==> src/rtl/mpu_pkg.sv <==
package mpu_pkg;

  typedef struct packed {
    logic [7:0] srd;   // subregion disable, bit k = slice k
    logic [4:0] size;  // region spans 2^(size+1) bytes
    logic       en;
  } rgn_cfg_t;

  typedef enum logic [2:0] {
    SEL_RNR   = 3'd0,
    SEL_DBASE = 3'd1,
    SEL_DSIZE = 3'd2,
    SEL_IBASE = 3'd3,
    SEL_ISIZE = 3'd4
  } cfg_sel_e;

  localparam int unsigned SUB_MIN_SIZE = 7;  // size field from which slices apply

  function automatic rgn_cfg_t unpack_cfg(logic [31:0] w);
    rgn_cfg_t c;
    c.srd  = w[15:8];
    c.size = w[5:1];
    c.en   = w[0];
    return c;
  endfunction

  function automatic logic [31:0] pack_cfg(rgn_cfg_t c);
    return {16'h0, c.srd, 2'b00, c.size, c.en};
  endfunction

endpackage

==> src/rtl/mpu_reg_bank.sv <==
module mpu_reg_bank
  import mpu_pkg::*;
#(
  parameter int unsigned NUM_REGIONS = 8,
  parameter int unsigned ADDR_W      = 32,
  parameter int unsigned IDX_W       = 3
) (
  input  logic              clk_i,
  input  logic              rst_ni,
  input  logic              base_we_i,
  input  logic              cfg_we_i,
  input  logic [IDX_W-1:0]  idx_i,
  input  logic [ADDR_W-1:0] base_wdata_i,
  input  rgn_cfg_t          cfg_wdata_i,
  output logic [ADDR_W-1:0] base_o [NUM_REGIONS],
  output rgn_cfg_t          cfg_o  [NUM_REGIONS]
);

  for (genvar g = 0; g < NUM_REGIONS; g++) begin : g_rgn
    logic sel;
    assign sel = (idx_i == IDX_W'(g));

    always_ff @(posedge clk_i or negedge rst_ni) begin
      if (!rst_ni) begin
        base_o[g] <= '0;
        cfg_o[g]  <= '0;
      end else begin
        if (base_we_i && sel) base_o[g] <= base_wdata_i;
        if (cfg_we_i && sel)  cfg_o[g]  <= cfg_wdata_i;
      end
    end
  end

endmodule

==> src/rtl/mpu_region_cmp.sv <==
module mpu_region_cmp
  import mpu_pkg::*;
#(
  parameter int unsigned ADDR_W = 32
) (
  input  logic [ADDR_W-1:0] addr_i,
  input  logic [ADDR_W-1:0] base_i,
  input  rgn_cfg_t          cfg_i,
  output logic              match_o
);

  logic [5:0]        size_log;
  logic [ADDR_W-1:0] cmp_mask;
  logic [ADDR_W-1:0] sub_bits;
  logic [2:0]        sub_idx;
  logic              sub_on;
  logic              upper_eq;

  assign size_log = {1'b0, cfg_i.size} + 6'd1;

  always_comb begin
    for (int b = 0; b < ADDR_W; b++) cmp_mask[b] = (b >= int'(size_log));
  end

  assign upper_eq = (((addr_i ^ base_i) & cmp_mask) == '0);
  assign sub_on   = (cfg_i.size >= 5'(SUB_MIN_SIZE));
  assign sub_bits = addr_i >> (size_log - 6'd3);
  assign sub_idx  = sub_bits[2:0];

  assign match_o = cfg_i.en && (cfg_i.size != 5'd0) && upper_eq &&
                   !(sub_on && cfg_i.srd[sub_idx]);

endmodule

==> src/rtl/mpu_prio_pick.sv <==
module mpu_prio_pick #(
  parameter int unsigned NUM_REGIONS = 8,
  parameter int unsigned IDX_W       = 3
) (
  input  logic [NUM_REGIONS-1:0] match_i,
  output logic                   hit_o,
  output logic [IDX_W-1:0]       idx_o
);

  // ascending scan: last (highest) match wins
  always_comb begin
    hit_o = 1'b0;
    idx_o = '0;
    for (int i = 0; i < NUM_REGIONS; i++) begin
      if (match_i[i]) begin
        hit_o = 1'b1;
        idx_o = IDX_W'(i);
      end
    end
  end

endmodule

==> src/rtl/mpu_region_match.sv <==
module mpu_region_match
  import mpu_pkg::*;
#(
  parameter int unsigned NUM_REGIONS = 8,
  parameter int unsigned ADDR_W      = 32,
  parameter int unsigned RNR_W       = 8,
  parameter bit          SPLIT_MAPS  = 1'b1,
  localparam int unsigned IDX_W      = (NUM_REGIONS > 1) ? $clog2(NUM_REGIONS) : 1
) (
  input  logic              clk_i,
  input  logic              rst_ni,
  input  logic              cfg_valid_i,
  input  logic              cfg_write_i,
  input  logic              cfg_priv_i,
  input  logic [2:0]        cfg_sel_i,
  input  logic [31:0]       cfg_wdata_i,
  output logic [31:0]       cfg_rdata_o,
  output logic              cfg_err_o,
  output logic              cfg_viol_o,
  output logic              size_err_o,
  input  logic [ADDR_W-1:0] lk_addr_i,
  input  logic              lk_instr_i,
  output logic              lk_hit_o,
  output logic [IDX_W-1:0]  lk_region_o
);

  logic [RNR_W-1:0]  rnr_q;
  logic              rnr_ok;
  logic [IDX_W-1:0]  idx;
  logic              wr_ok;
  logic              rd_ok;
  logic              sel_d;
  logic              sel_i;
  logic              bank_sel;
  logic              is_size_sel;

  logic [ADDR_W-1:0] d_base [NUM_REGIONS];
  rgn_cfg_t          d_cfg  [NUM_REGIONS];
  logic [ADDR_W-1:0] i_base [NUM_REGIONS];
  rgn_cfg_t          i_cfg  [NUM_REGIONS];
  logic [NUM_REGIONS-1:0] match;

  assign rnr_ok   = (32'(rnr_q) < NUM_REGIONS);
  assign idx      = rnr_q[IDX_W-1:0];
  assign wr_ok    = cfg_valid_i && cfg_write_i && cfg_priv_i;
  assign rd_ok    = cfg_valid_i && !cfg_write_i && cfg_priv_i;
  assign sel_d    = (cfg_sel_i == SEL_DBASE) || (cfg_sel_i == SEL_DSIZE);
  assign sel_i    = SPLIT_MAPS && ((cfg_sel_i == SEL_IBASE) || (cfg_sel_i == SEL_ISIZE));
  assign bank_sel = sel_d || sel_i;
  assign is_size_sel = (cfg_sel_i == SEL_DSIZE) || (sel_i && cfg_sel_i == SEL_ISIZE);

  // region-number register and pulse flags
  always_ff @(posedge clk_i or negedge rst_ni) begin
    if (!rst_ni) begin
      rnr_q      <= '0;
      cfg_err_o  <= 1'b0;
      cfg_viol_o <= 1'b0;
      size_err_o <= 1'b0;
    end else begin
      if (wr_ok && cfg_sel_i == SEL_RNR) rnr_q <= cfg_wdata_i[RNR_W-1:0];
      cfg_err_o  <= cfg_valid_i && cfg_priv_i && bank_sel && !rnr_ok;
      cfg_viol_o <= cfg_valid_i && cfg_write_i && !cfg_priv_i;
      size_err_o <= wr_ok && rnr_ok && is_size_sel &&
                    cfg_wdata_i[0] && (cfg_wdata_i[5:1] == 5'd0);
    end
  end

  mpu_reg_bank #(
    .NUM_REGIONS(NUM_REGIONS), .ADDR_W(ADDR_W), .IDX_W(IDX_W)
  ) u_dbank (
    .clk_i       (clk_i),
    .rst_ni      (rst_ni),
    .base_we_i   (wr_ok && rnr_ok && cfg_sel_i == SEL_DBASE),
    .cfg_we_i    (wr_ok && rnr_ok && cfg_sel_i == SEL_DSIZE),
    .idx_i       (idx),
    .base_wdata_i(cfg_wdata_i[ADDR_W-1:0]),
    .cfg_wdata_i (unpack_cfg(cfg_wdata_i)),
    .base_o      (d_base),
    .cfg_o       (d_cfg)
  );

  if (SPLIT_MAPS) begin : g_ibank
    mpu_reg_bank #(
      .NUM_REGIONS(NUM_REGIONS), .ADDR_W(ADDR_W), .IDX_W(IDX_W)
    ) u_ibank (
      .clk_i       (clk_i),
      .rst_ni      (rst_ni),
      .base_we_i   (wr_ok && rnr_ok && cfg_sel_i == SEL_IBASE),
      .cfg_we_i    (wr_ok && rnr_ok && cfg_sel_i == SEL_ISIZE),
      .idx_i       (idx),
      .base_wdata_i(cfg_wdata_i[ADDR_W-1:0]),
      .cfg_wdata_i (unpack_cfg(cfg_wdata_i)),
      .base_o      (i_base),
      .cfg_o       (i_cfg)
    );
  end else begin : g_no_ibank
    for (genvar g = 0; g < NUM_REGIONS; g++) begin : g_tie
      assign i_base[g] = '0;
      assign i_cfg[g]  = '0;
    end
  end

  // read path
  always_comb begin
    cfg_rdata_o = '0;
    if (rd_ok) begin
      if (cfg_sel_i == SEL_RNR) begin
        cfg_rdata_o = 32'(rnr_q);
      end else if (bank_sel && rnr_ok) begin
        case (cfg_sel_i)
          SEL_DBASE: cfg_rdata_o = 32'(d_base[idx]);
          SEL_DSIZE: cfg_rdata_o = pack_cfg(d_cfg[idx]);
          SEL_IBASE: cfg_rdata_o = 32'(i_base[idx]);
          SEL_ISIZE: cfg_rdata_o = pack_cfg(i_cfg[idx]);
          default:   cfg_rdata_o = '0;
        endcase
      end
    end
  end

  // lookup path
  logic use_i;
  assign use_i = SPLIT_MAPS && lk_instr_i;

  for (genvar g = 0; g < NUM_REGIONS; g++) begin : g_cmp
    mpu_region_cmp #(.ADDR_W(ADDR_W)) u_cmp (
      .addr_i (lk_addr_i),
      .base_i (use_i ? i_base[g] : d_base[g]),
      .cfg_i  (use_i ? i_cfg[g]  : d_cfg[g]),
      .match_o(match[g])
    );
  end

  mpu_prio_pick #(.NUM_REGIONS(NUM_REGIONS), .IDX_W(IDX_W)) u_pick (
    .match_i(match),
    .hit_o  (lk_hit_o),
    .idx_o  (lk_region_o)
  );

endmodule

==> config.mk <==
export PLATFORM = sky130hd
export DESIGN_NAME = mpu_region_match
export DESIGN_NICKNAME = d
export VERILOG_FILES = /design/src/rtl/mpu_pkg.sv /design/src/rtl/mpu_reg_bank.sv /design/src/rtl/mpu_region_cmp.sv /design/src/rtl/mpu_prio_pick.sv /design/src/rtl/mpu_region_match.sv
export SDC_FILE = /design/constraint.sdc
export NUM_CORES = 2
export LEC_CHECK = 0
export BUFFER_PORTS_ARGS = -buffer_cell sky130_fd_sc_hd__buf_2
export CAP_MARGIN = 5
export CORE_MARGIN = 2
export CORE_UTILIZATION = 40
export DETAILED_ROUTE_END_ITERATION = 7
export SYNTH_ARGS = -nofsm -noshare
export SYNTH_HDL_FRONTEND = slang
export SYNTH_SLANG_ARGS = --single-unit
==> constraint.sdc <==
create_clock -name clk_i -period 20.5 [get_ports clk_i]
set_input_delay 4.1 -clock clk_i [delete_from_list [all_inputs] [get_ports clk_i]]
set_output_delay 4.1 -clock clk_i [all_outputs]
set_load 0.02 [all_outputs]
==> results.md <==
* Sequential element share of the synthesized area at 0.351
* Final setup viols at 0
* Placed insts at approximately 6300
* Area Overhead vs Synth at 8.90%
* Die Area at about 0.14 mm^2
* YS warnings at 0
* Met1 usage in global routing at 0.432
* Sum Neg Setup Slack at 0 ps
* Hold WS at 525 ps
* Leak at about 26 nW
* Pwr Total at roughly 4.4 mW
* Initial antenna violation count at 19
* Clock period minus worst slack at ~15000 ps
* EDFF count, synth at 0
* Crit-path max FO at 63
* Status: finished clean
* Synth cell types at between 100 and 150
* CTS tree: yes
* Via density per instance at roughly 6.7
* Largest net degree at the start of global routing at around 170
* CP Data Required Time at 16400 ps
* DRC at 0
* Final Cycle Share at 0.745
* Vias in the first global route at ~41000
* Critical Path Start: lk_instr_i
* Slew margin rel. at 0.0750
* Post-DP HPWL at ~160000 um
* Slew Limit Fails at 0
* Share of layout cells above drive strength 1 at 0.315
* Busiest grt layer: met2
* Chip Width at between 300 and 400 um
* Worst Hold Class: reg2reg
* IO Count at 112
* WL per Instance at between 30 and 40 um
* Global Route met3 Usage at 0.0785
* Core Footprint at 0.132 mm^2
* Clk slew on worst S/H paths at ~50 ps
* Clock Sink Count at roughly 750
* Global-route wire length before repair at roughly 320000 um
* Kind of end point of the critical path: output port
* Routed vias at 43100
* Final cell count without fillers at 6417
* Peak supply drop at about 0.074 mV
* Initial drt markers at around 5500
* Fillcell total at between 10000 and 15000
* Synthesized flop and latch total at between 700 and 800
* Commonest register cell after synthesis: dfrtp_1
* Ys async rst share at 1.00
* CTS Hold Bufs at 0
* Syn Nets at just under 5000
* Drt pass-1 iters at 8
* Rows at between 100 and 150
* Avg Synthesized Cell Area at around 11 um^2
* Clock Skews at 39.2 ps
* Post CTS Setup Buffer Count at 0
* Final GP Congestion at ~1.0
* Least-Margin Pin Slew at 1380 ps
* RSZ-0062 raised after global routing: no
* Longest Clk Path Bufs at 3
* Port Buffers at roughly 110
* Antenna-violating nets left at 0
* Post-cts sizing count at 0
* Worst R2R Setup Slack at about 17000 ps
* CTS Buf Count at between 80 and 90
* Met2 Use GR at 0.489
* Nets at about 4700
* Worst skew pair latency at 690 ps
* Commonest non-fill, non-tap cell in the layout: mux2_2
* Final core utilization at 0.440
* Synth Cell Area at ~0.053 mm^2
* Power per Cell Area at 75.2 mW/mm^2
* Starting Density at 0.404
* Most frequent cells in the layout: 785 x mux2_2, 744 x dfrtp_1, 537 x mux2i_1
* Crit Path Class: in2out
* CP startpoint kind: input pin
* FF-to-FF Start: rnr_q[7]
* Max-cap violations at 0
* Die height at 369 um
* Gate Count Post-Synth at between 4000 and 5000
* Global route overflow at 0
* GRT Overall Usage at 0.328
* Final wirelength at ~230000 um
* Worst hold start: u_dbank.base_o[170]
* H-tree depth at 3
* Fmax at approximately 0.066 GHz
* Root Driver: clkbuf_16
* Crit path arrival time at 11160 ps
* Final Hold Fails at 0
metrics by stage:
step	setup slack, ps	instance area [um^2]
after floorplan	7140	53300
after global placement	5700	55100
after detailed placement	5640	55100
after CTS	5620	58000
after global routing	4920	58000
final	5240	58000
flip-flops by register name, summed over array words and instances, names as in the netlist:
signal and count:
cfg_viol_o 1, rnr_q 8, u_dbank.cfg_o 112, size_err_o 1, u_dbank.base_o 256, g_ibank.u_ibank.cfg_o 112, cfg_err_o 1, g_ibank.u_ibank.base_o 256
cells in the mapped netlist, drive strengths merged, types with 21 or more instances:
cell | number | area, um^2
mux2 | 785 | 8840
dfrtp | 747 | 18700
mux2i | 560 | 5720
nand2 | 370 | 1390
mux4 | 253 | 5710
buf | 216 | 1160
xnor2 | 216 | 1940
clkbuf | 211 | 792
a21oi | 160 | 820
nor2 | 146 | 548
o21ai | 115 | 576
xor2 | 93 | 830
nand3 | 82 | 410
nor3 | 52 | 260
a211oi | 47 | 353
and3 | 38 | 238
a31oi | 37 | 231
ha | 36 | 450
nand4 | 36 | 225
and2 | 35 | 219
o22ai | 35 | 219
inv | 33 | 124
a22oi | 24 | 199
a311oi | 24 | 210
nand2b | 23 | 144
nor2b | 23 | 144
nor4 | 23 | 150
o211ai | 21 | 158
report_power, final:
group	internal (mW)	total [mW]	leakage [nW]	switching [mW]
Sequential	1.55	1.65	10.3	0.0939
Clock	0.968	1.63	1.45	0.661
Combinational	0.430	1.09	14.6	0.657
critical path, cell delays in order:
cell     delay (ps)
buf_8           420
buf_4           650
mux2i_2         280
buf_4           330
inv_1           490
ha_1            580
nand4_1         170
nand2_1         120
xnor2_1         610
nand4_1         280
a21oi_1         290
nand3_1         170
nand2_1         260
mux4_2          360
mux2_2          290
o22ai_1         330
a21oi_1         120
o31ai_1         760
buf_2           310
worst paths after layout:
kind,cells past startpoint,end
setup reg to reg,7,g_ibank.u_ibank.base_o[245]
setup / recovery,19,lk_region_o[0]
min in group asynchronous,1,g_ibank.u_ibank.base_o[179]
hold / removal,1,u_dbank.base_o[170]
max in group asynchronous,4,g_ibank.u_ibank.base_o[4]
hold reg to reg,1,u_dbank.base_o[170]
layer usage:
layer / vias to the layer above / wire length [um] / share of wire
met3: 683 / 22800 / 0.10
met2: 2528 / 99400 / 0.44
met1: 22400 / 90100 / 0.39
met4: 6 / 15900 / 0.070
li1: 17500 / - / -
met5: - / 41 / 0.00018
final cells by class:
type,count,area [um^2],area share
inverters,34,128,0.00220
well taps,1755,2200,0.0378
repair buffers,212,1370,0.0236
diodes,2,5.00,0.0000862
flip-flops and latches,747,18700,0.322
clock buffers,129,2620,0.0451
clock inverters,22,337,0.00580
multi-input cells,3516,32700,0.563
cell families after synthesis:
group | count (synthesis) | share of synthesized area
XOR/XNOR | 316 | 0.0550
AND/OR/NAND/NOR | 896 | 0.0798
buffers and inverters | 461 | 0.0390
multiplexers | 1598 | 0.380
adder cells (fa/ha/maj) | 41 | 0.00939
AO/OA/AOI/OAI | 665 | 0.0856
flip-flops | 747 | 0.351
No activity file was read; power rests on OpenSTA's default activity.
